### src/rtl/pcsamp_regs.sv
module pcsamp_regs #(
  parameter int IMPL_LEVEL     = 3,
  parameter int PC_OFFSET_MODE = 0,
  parameter int AW             = 12
) (
  input  logic          clk,
  input  logic          rst_n,
  input  logic          psel,
  input  logic          penable,
  input  logic          pwrite,
  input  logic [AW-1:0] paddr,
  input  logic [31:0]   pwdata,
  output logic [31:0]   prdata,
  output logic          pready,
  output logic          pslverr,
  input  logic [63:0]   core_pc,
  input  logic [31:0]   core_ctxid,
  input  logic          core_nonsec,
  input  logic [1:0]    core_el,
  input  logic          core_wide,
  input  logic [7:0]    core_vmid,
  input  logic          core_halted,
  input  logic          prof_prohibit,
  input  logic          core_powered,
  input  logic          dbl_lock
);
  localparam logic [AW-1:0] A_PCLO = AW'(12'h0A0);
  localparam logic [AW-1:0] A_CTX  = AW'(12'h0A4);
  localparam logic [AW-1:0] A_VC   = AW'(12'h0A8);
  localparam logic [AW-1:0] A_PCHI = AW'(12'h0AC);
  localparam logic [AW-1:0] A_OSL  = AW'(12'h300);
  localparam logic [AW-1:0] A_STS  = AW'(12'h314);
  localparam logic [AW-1:0] A_ID1  = AW'(12'hFC4);
  localparam logic [AW-1:0] A_ID0  = AW'(12'hFC8);
  localparam bit HAS_PC = (IMPL_LEVEL == 2) || (IMPL_LEVEL == 3);
  localparam bit HAS_VC = (IMPL_LEVEL == 3);

  logic        os_lock;
  logic [31:0] sh_ctx, sh_vc, sh_pchi, rdata;
  logic        unused_wdata;

  wire rd        = psel & penable & ~pwrite;
  wire wr        = psel & penable & pwrite;
  wire permit    = core_powered & ~dbl_lock & ~os_lock;
  wire no_sample = core_halted | prof_prohibit;
  wire hit_pclo  = paddr == A_PCLO;
  wire hit_ctx   = paddr == A_CTX;
  wire hit_vc    = paddr == A_VC;
  wire hit_pchi  = paddr == A_PCHI;
  wire hit_osl   = paddr == A_OSL;
  wire hit_sts   = paddr == A_STS;
  wire is_sample = (HAS_PC && (hit_pclo || hit_ctx || hit_pchi)) || (HAS_VC && hit_vc);
  wire capture   = rd & hit_pclo & HAS_PC & permit & ~no_sample;
  wire [31:0] vc_live = {core_nonsec, core_el == 2'd2, core_el == 2'd3, core_wide,
                         20'd0, core_vmid};

  assign unused_wdata = ^pwdata[31:1];
  assign pready  = 1'b1;
  assign pslverr = rd & is_sample & ~permit;
  assign prdata  = rd ? rdata : 32'd0;

  always_ff @(posedge clk or negedge rst_n) begin
    if (!rst_n) begin
      os_lock <= 1'b1;
      sh_ctx  <= '0;
      sh_vc   <= '0;
      sh_pchi <= '0;
    end else begin
      if (wr && hit_osl) os_lock <= pwdata[0];
      if (capture) begin
        sh_ctx  <= core_ctxid;
        sh_pchi <= core_pc[63:32];
        sh_vc   <= HAS_VC ? vc_live : 32'd0;
      end
    end
  end

  always_comb begin
    rdata = '0;
    case (paddr)
      A_PCLO: if (HAS_PC && permit) rdata = no_sample ? 32'hFFFF_FFFF : core_pc[31:0];
      A_CTX:  if (HAS_PC && permit) rdata = sh_ctx;
      A_PCHI: if (HAS_PC && permit) rdata = sh_pchi;
      A_VC:   if (HAS_VC && permit) rdata = sh_vc;
      A_STS:  rdata = {25'd0, dbl_lock, os_lock, 4'd0, core_powered};
      A_ID1:  rdata = {28'd0, 4'(PC_OFFSET_MODE)};
      A_ID0:  rdata = {28'd0, 4'(IMPL_LEVEL)};
      default: rdata = '0;
    endcase
  end

  AST_SENTINEL_HOLD: assert property (@(posedge clk) disable iff (!rst_n)
    (rd && hit_pclo && no_sample) |=> $stable(sh_ctx) && $stable(sh_pchi) && $stable(sh_vc));
  AST_GATED_ZERO: assert property (@(posedge clk) disable iff (!rst_n)
    pslverr |-> prdata == 32'd0);
  AST_GATED_HOLD: assert property (@(posedge clk) disable iff (!rst_n)
    (rd && !permit) |=> $stable(sh_ctx) && $stable(sh_pchi) && $stable(sh_vc));
  AST_OSLOCK_WRITE: assert property (@(posedge clk) disable iff (!rst_n)
    (wr && hit_osl) |=> os_lock == $past(pwdata[0]));
  AST_STATUS_OPEN: assert property (@(posedge clk) disable iff (!rst_n)
    (rd && hit_sts) |-> !pslverr && prdata[0] == core_powered && prdata[6] == dbl_lock);
  AST_VC_RESERVED: assert property (@(posedge clk) disable iff (!rst_n)
    (rd && hit_vc) |-> prdata[27:8] == 20'd0);
  AST_NO_VC_STORE: assert property (@(posedge clk) disable iff (!rst_n)
    !HAS_VC |-> sh_vc == 32'd0);
  AST_ZERO_WAIT: assert property (@(posedge clk) disable iff (!rst_n)
    (psel && penable) |-> pready);
endmodule

### config.mk
export PLATFORM = sky130hd
export DESIGN_NAME = pcsamp_regs
export DESIGN_NICKNAME = d
export VERILOG_FILES = /design/src/rtl/pcsamp_regs.sv
export SDC_FILE = /design/constraint.sdc
export NUM_CORES = 1
export LEC_CHECK = 0
export ABC_AREA = 1
export BUFFER_PORTS_ARGS = -buffer_cell sky130_fd_sc_hd__buf_2
export CAP_MARGIN = 10
export CORE_MARGIN = 2
export CORE_UTILIZATION = 48
export CTS_CLUSTER_SIZE = 8
export DETAILED_ROUTE_END_ITERATION = 8
export PLACE_DENSITY = 0.81
export SLEW_MARGIN = 20
export SYNTH_ARGS = -nofsm -noshare
export SYNTH_HDL_FRONTEND = slang
export SYNTH_SLANG_ARGS = --single-unit
### constraint.sdc
create_clock -name clk -period 2.2 [get_ports clk]
set_input_delay 0.11 -clock clk [delete_from_list [all_inputs] [get_ports clk]]
set_output_delay 0.11 -clock clk [all_outputs]
set_load 0.01 [all_outputs]
Word level (Yosys, flattened, before mapping) --
Index checks and enable logic that the tools add are counted. W data, S select, Z words.
Cells by class: equality and inequality tests 9, mux-type cells 7, bitwise gates (word level) 16, reductions and logical operators 4
Operators by type and width (count):
- $mux W32 | 6
- $pmux W32 S6 | 1
- $eq A12 B8 Y1 const B | 4
- $eq A12 B10 Y1 const B | 2
- $eq A12 B12 Y1 const B | 1
- $and A1 B1 Y1 | 10
- $not A1 Y1 | 5
- $eq A2 B2 Y1 const B | 2
- $logic_or A1 B1 Y1 | 3
- $logic_and A1 B1 Y1 | 1
- $or A1 B1 Y1 | 1
Storage, ports and cells: bits in registers 77, input port bits 161, output and inout bits 34, word-level logic and storage cells 40

Logic depth before layout (Yosys ltp) --
Gate-level depths: netlist of the first run.
word-level depth 6, depth in mapped cells 12, gate-level depth less buffers 10

Worst setup path before layout of the first run --
OpenSTA, ideal clock, no wires.
path kind register -> register, start reg os_lock, end reg sh_pchi[22], setup time 0.130 ns, data arrival time 1.371 ns, required time 2.070 ns, path slack 0.699 ns, cell stages (with the launch flop) 11, path buffers 2, period minus slack after synthesis 1.501 ns, cells stage by stage dfstp_2 > inv_1 > nand2_1 > nor2_1 > nand2_1 > inv_1 > nand3_4 > buf_6 > buf_6 > nand2_1 > o21ai_1
On the way: cells in the longest elaborated chain, start to end 4
Ends and longest elaborated chain:
- from (decl) | line 38 | logic os_lock;
- from (signal assigned) | line 69 | if (wr && hit_osl) os_lock <= pwdata[0];
- $not A1 Y1 | line 44 | wire permit = core_powered & ~dbl_lock & ~os_lock;
- $and A1 B1 Y1 | line 44
- $and A1 B1 Y1 (2 in a row) | line 53 | wire capture = rd & hit_pclo & HAS_PC & permit & ~no_sample;
- to (signal assigned) | line 72 | sh_pchi <= core_pc[63:32];
- to (decl) | line 39 | logic [31:0] sh_ctx, sh_vc, sh_pchi, rdata;
No other way between the ends. A chain may end at the register's enable or synchronous reset.

Worst setup path after layout of the first run --
start reg os_lock, end out prdata[31]
On the way: cells in the longest elaborated chain, start to end 5, elaborated cells between the ends (all ways) 8, classes of those cells mux (6); bitwise (2)
Ends and longest elaborated chain:
- $not A1 Y1 * | line 44
- $and A1 B1 Y1 * | line 44
- $mux W32 (on tied branches)
- $pmux W32 S6 * | line 80 | case (paddr)
- $mux W32 * | line 60 | assign prdata = rd ? rdata : 32'd0;
- to (decl) | line 13 | output logic [31:0] prdata,
Every way passes the cells marked *; elsewhere a longest branch is shown, timed or not.

==> flow_summary.json, run 1 <==
{
  "drt_iter0_markers": 252,
  "holdCritPathClass": "primary input to flop",
  "row_count": 35,
  "layout-drive-gt1-share": 0.2562,
  "synth_mux_area_frac": 0,
  "yosysTopAreaCellShare": 0.4236,
  "cap_violations": 0,
  "synth_top_family_by_area": "simple AND/OR/NAND/NOR gates",
  "cts_tree": "yes",
  "timing_hold_violations_final": 1,
  "start_util": 0.4905,
  "diodes": 0,
  "r2r_cells": 9,
  "final_cell_mix": "nand2_1, buf_2, nor2_1",
  "clock_path_buffers": 2,
  "intPower_uw": 2384,
  "worst_hold_slack_ns": -0.003251,
  "outcome": "complete, but fails checks",
  "total_power_uw": 3044,
  "hold_path_startpoint": "core_pc[55]",
  "synth_compound_area_frac": 0.1048,
  "syn_nets": 806,
  "final.fill_count": 788,
  "yosys-top-cells-area": "dfrtp_1, nand2_1, inv_1",
  "core_area_mm2": 0.009153,
  "ys_seq_elements": 77,
  "whs_endpoint": "sh_pchi[23]",
  "wl_per_cell_um": 12.98,
  "firstDrtPassIters": 6,
  "powerDensity_mw_per_mm2": 507.1,
  "yosysWarnings": 0,
  "ys_seq_area_frac": 0.4295,
  "p_clk_frac": 0.441,
  "pwr-share-seq": 0.465,
  "reg2reg_slack_ns": 0.32,
  "dp_hpwl_um": 8575,
  "layout_commonest_cell": "nand2_1",
  "placed_area_mm2": 0.005365,
  "drc_errors": 0,
  "p_sw_frac": 0.2169,
  "cts_made_buffers": 9,
  "yosysUniqueCellTypes": 31,
  "p_leak_uw": 0.003267,
  "violations": "hold timing",
  "routed_wl_um": 12390,
  "synthAdderAreaFrac": 0,
  "crit_required_ns": 2.09,
  "clockRootBuffer": "clkbuf_8",
  "fp.dieArea_mm2": 0.01014,
  "clock-sinks": 77,
  "p_sw_uw": 660.3,
  "timing.setup.tns_ns": 0,
  "cts-htree-levels": 3,
  "rsz0062_at_grt": "false",
  "synth_xor_area_frac": 0,
  "hold-path-cell-count": 3,
  "grt_usage": 0.2402,
  "fin_nets": 999,
  "vdd_ir_drop_max_uv": 331.4,
  "clk_latency_ns": 0.34,
  "crit_fanout": 28,
  "synth_top_cell_by_area": "dfrtp_1",
  "ios": 195,
  "antenna_found_initial": 0,
  "io_buffers": 162,
  "die_h_um": 100.7,
  "setup_violations": 0,
  "max_freq_mhz": 510.4,
  "cp.arrival_ns": 1.85,
  "fin_crit_ns": 1.959,
  "antenna_left": 0,
  "syn_inst": 645,
  "synth_area_mm2": 0.004489,
  "r2r_start": "os_lock",
  "critical_path.startpoint_type": "flop",
  "grt.overflow.total": 0,
  "gp_congestion": 0.8724,
  "dieWidth_um": 100.7,
  "finClkSkew_ns": 0.007372,
  "min_period_over_period": 0.8906,
  "syn_area_per_cell_um2": 6.960,
  "combPwrFrac": 0.094,
  "yosys.area_share.simple": 0.3188,
  "reg2reg_to": "sh_ctx[18]",
  "clk_pin_slew_ns": 0.09,
  "critical_path_class": "flop to output pin",
  "grt_pass1_wl_um": 19310,
  "cp-end-kind": "output pin",
  "syn2layout_area_growth_pct": 33.70,
  "vias": 4637,
  "grt_pass1_vias": 4282,
  "maxSlewViolCount": 0,
  "grt_max_degree": 67,
  "viasPerCell": 4.861,
  "finalInstanceArea_mm2": 0.006002
}
-- power by group through the flow --
stage / logic [µW] / registers, µW / clock network (µW)
floorplan: 64.2 / 1440 / 0
global placement: 232 / 1440 / 0
detailed placement: 235 / 1440 / 0
CTS: 283 / 1410 / 1370
global route: 319 / 1410 / 1420
finish: 287 / 1410 / 1340
-- state kept, by name (all words and copies together), names as in the netlist --
| register | cells |
|---|---|
| sh_pchi | 32 |
| os_lock | 1 |
| sh_vc | 12 |
| sh_ctx | 32 |
-- Yosys cell counts (all sizes together) --
master and number:
conb 1, nor3 5, dfrtp 76, nor4 1
o21ai 84, clkinv 1, nand2 167, and2 1
nand4 6, nor3b 20, or2 2, inv 113
nand3 19, nor2 112, buf 20, a21oi 1
clkbuf 12, o211ai 3, dfstp 1
-- cell type report --
class	instances	area [µm²]	area share
inverters	114	429.2	0.07150
multi-input cells	422	1914	0.3189
clock inverters	5	106.4	0.01772
repair buffers	214	1334	0.2222
well taps	111	138.9	0.02314
clock buffers	11	151.4	0.02522
flip-flops and latches	77	1928	0.3212
-- metrics by stage --
step           setup slack [ns]  hold WS (ns)  utilization  cells
4_1_cts                  0.1220    0.00002406       0.6526    952
3_5_place_dp             0.2973       0.09024       0.5862    901
3_3_place_gp             0.3589       0.09371       0.5862    901
6_report                 0.2407     -0.003251       0.6558    954
5_1_grt                 0.08738      0.003317       0.6558    954
2_1_floorplan            0.6990       -0.1856            -    645
-- critical path, stage by stage (launching register included) --
cell and delay [ns]:
dfstp_2 0.37, inv_1 0.06, nand2_1 0.05, nor2_1 0.20, nand2_1 0.10, inv_2 0.17
nand2_8 0.17, nor2_1 0.22, buf_2 0.17
-- cell families after synthesis --
family | Yosys count
compound gates | 88
buf+inv | 146
simple gates | 333
flops | 77
other cells | 1
-- repair_timing --
| item | in CTS | in global routing |
|---|---|---|
| endpoints found under the hold margin | 67 | 2 |
| resized for setup | 0 | 2 |
| buffers inserted | 0 | 0 |
| endpoints found under the setup margin | 0 | 9 |
| hold buffers | 35 | 2 |
-- how the worst max path moves through the flow --
stage	start	endpoint	slack [ns]	cells past startpoint
finish	os_lock	prdata[31]	0.24	8
floorplan	os_lock	sh_pchi[22]	0.70	10
CTS	os_lock	prdata[31]	0.12	8
global placement	os_lock	sh_pchi[20]	0.36	9
global route	os_lock	prdata[27]	0.09	8
detailed placement	paddr[5]	sh_ctx[18]	0.30	11
-- metal layers --
metal  vias up  track usage  routed length, µm
met1      2109       0.3074               5491
met3        20      0.04092                660
li1       2345            -                  -
met5         -            0                  0
met2       163       0.4097               6001
met4         0      0.08641                233
No activity file was read; power rests on OpenSTA's default activity.
==> run 2: changes to the inputs <==
- CORE_ASPECT_RATIO: default -> 0.6
==> run 2 against run 1 <==
  * The run now ends clean
  * Maximum frequency grew 0.16%
  * Die area grew 0.25%
  * Routed wire length grew 1.3%
  * Critical path depth is the same
  * Final cell count shrank 3.0%
==> flow_summary.json, run 2 (synthesis results as in run 1) <==
{
  "clk_pin_slew_ns": 0.06,
  "vdd_ir_drop_max_uv": 398.9,
  "intPower_uw": 2549,
  "p_sw_frac": 0.2143,
  "rsz0062_at_grt": "false",
  "grt_usage": 0.2551,
  "vias": 4568,
  "critical_path.startpoint_type": "flop",
  "finalInstanceArea_mm2": 0.005743,
  "cp.arrival_ns": 1.85,
  "max_freq_mhz": 511.2,
  "p_sw_uw": 695.4,
  "grt_max_degree": 86,
  "combPwrFrac": 0.077,
  "row_count": 27,
  "dp_hpwl_um": 9038,
  "cts-htree-levels": 3,
  "core_area_mm2": 0.009121,
  "firstDrtPassIters": 6,
  "drt_iter0_markers": 362,
  "worstMarginPinSlew_ns": 0.6229,
  "ios": 195,
  "final_cell_mix": "nand2_1, buf_2, nor2_1",
  "io_buffers": 162,
  "die_h_um": 78.91,
  "layout_commonest_cell": "nand2_1",
  "cts_made_buffers": 9,
  "maxSlewViolCount": 0,
  "placed_area_mm2": 0.005329,
  "holdCritPathClass": "primary input to flop",
  "crit_required_ns": 2.09,
  "routed_wl_um": 12550,
  "finClkSkew_ns": 0.006413,
  "diodes": 0,
  "fin_crit_ns": 1.956,
  "grt_pass1_vias": 4236,
  "powerDensity_mw_per_mm2": 564.9,
  "start_util": 0.4922,
  "timing.setup.tns_ns": 0,
  "clock_path_buffers": 2,
  "p_leak_uw": 0.003143,
  "dieWidth_um": 128.9,
  "gp_congestion": 0.9052,
  "timing_hold_violations_final": 0,
  "fin_nets": 966,
  "wl_per_cell_um": 13.56,
  "antenna_found_initial": 0,
  "cp-end-kind": "output pin",
  "grt.overflow.total": 0,
  "pwr-share-seq": 0.437,
  "drc_errors": 0,
  "clock-sinks": 77,
  "min_period_over_period": 0.8892,
  "layout-drive-gt1-share": 0.2596,
  "crit_fanout": 28,
  "fp.dieArea_mm2": 0.01017,
  "clockRootBuffer": "clkbuf_16",
  "cts_tree": "yes",
  "final.fill_count": 821,
  "top_regs": "sh_ctx: 32 flops, sh_pchi: 32 flops, sh_vc: 12 flops",
  "syn2layout_area_growth_pct": 27.93,
  "setup_violations": 0,
  "slew_headroom": 0.5847,
  "cap_violations": 0,
  "critical_path_class": "flop to output pin",
  "antenna_left": 0,
  "grt_pass1_wl_um": 20100,
  "clk_latency_ns": 0.33,
  "viasPerCell": 4.938,
  "outcome": "finished, final reports clean",
  "p_clk_frac": 0.486
}
==> run 2: cell types whose count changed in the layout (fill, tap and decap cells not counted) <==
cell / change
clkbuf_16: +9
bufinv_16: -1
buf_6: +1
inv_2: -1
clkbuf_1: +1
nor2_2: -1
clkbuf_8: -10
dlygate4sd3_1: -29
buf_12: -1
clkinv_2: +2
nor2_4: +1
clkinv_4: -1
buf_4: -4
==> run 2: final cells by class <==
| type | count | area [µm²] | share of cell area |
|---|---|---|---|
| clock buffers | 11 | 242.7 | 0.04227 |
| clock inverters | 4 | 72.57 | 0.01264 |
| inverters | 114 | 430.4 | 0.07495 |
| multi-input cells | 422 | 1919 | 0.3342 |
| flip-flops and latches | 77 | 1928 | 0.3357 |
| well taps | 116 | 145.1 | 0.02527 |
| repair buffers | 181 | 1005 | 0.1749 |
==> run 2: routing by layer <==
layer | routed length (µm) | global-route usage | vias to the layer above
met4 | 259 | 0.08152 | 0
li1 | - | - | 2279
met5 | 0 | 0 | -
met2 | 5262 | 0.3868 | 228
met3 | 1132 | 0.05930 | 29
met1 | 5891 | 0.3639 | 2032
==> run 2: worst max-delay path, stage by stage (launching register included) <==
cell	delay [ns]
dfstp_2	0.37
inv_1	0.08
nand2_1	0.06
nor2_1	0.22
nand2_1	0.10
inv_2	0.17
nand2_8	0.18
nor2_1	0.18
buf_2	0.15
==> run 2: per-stage QoR <==
| step | worst slack (ns) | util | power (µW) | cells | hold WS (ns) |
|---|---|---|---|---|---|
| 2_1_floorplan | 0.6990 | - | 1507 | 645 | -0.1856 |
| 3_3_place_gp | 0.2870 | 0.5842 | 1675 | 902 | 0.08941 |
| 3_5_place_dp | 0.2043 | 0.5842 | 1680 | 902 | 0.09270 |
| 6_report | 0.2438 | 0.6296 | 3244 | 925 | 0.006600 |
| 5_1_grt | 0.08950 | 0.6296 | 3375 | 925 | 0.01187 |
| 4_1_cts | 0.1110 | 0.6276 | 3274 | 925 | 0.0004397 |
==> run 2: worst paths after layout <==
path                                      from  slack (ns)          end  cells past startpoint
worst min-delay path            core_ctxid[19]       0.007   sh_ctx[19]                      3
worst max register to register         os_lock        0.37  sh_pchi[12]                      9
min in group asynchronous                rst_n        0.28    sh_vc[31]                      2
max in group asynchronous                rst_n        1.26      os_lock                      3
worst max-delay path                   os_lock        0.24   prdata[22]                      8
worst min register to register     sh_pchi[27]        0.48  sh_pchi[27]                      2
==> run 2: timing repair <==
action | 4_1_cts | 5_1_grt
hold buffers | 8 | 0
setup endpoints to repair | 0 | 23
resized for setup | 0 | 5
buffers inserted | 0 | 0
endpoints found under the hold margin | 40 | 0
==> run 2: power groups by stage <==
| stage | Clock (µW) | Sequential (µW) | Combinational (µW) |
|---|---|---|---|
| 3_3_place_gp | 0 | 1440 | 233 |
| 6_report | 1580 | 1420 | 250 |
| 3_5_place_dp | 0 | 1440 | 238 |
| 4_1_cts | 1610 | 1420 | 250 |
| 2_1_floorplan | 0 | 1440 | 64.2 |
| 5_1_grt | 1680 | 1420 | 279 |
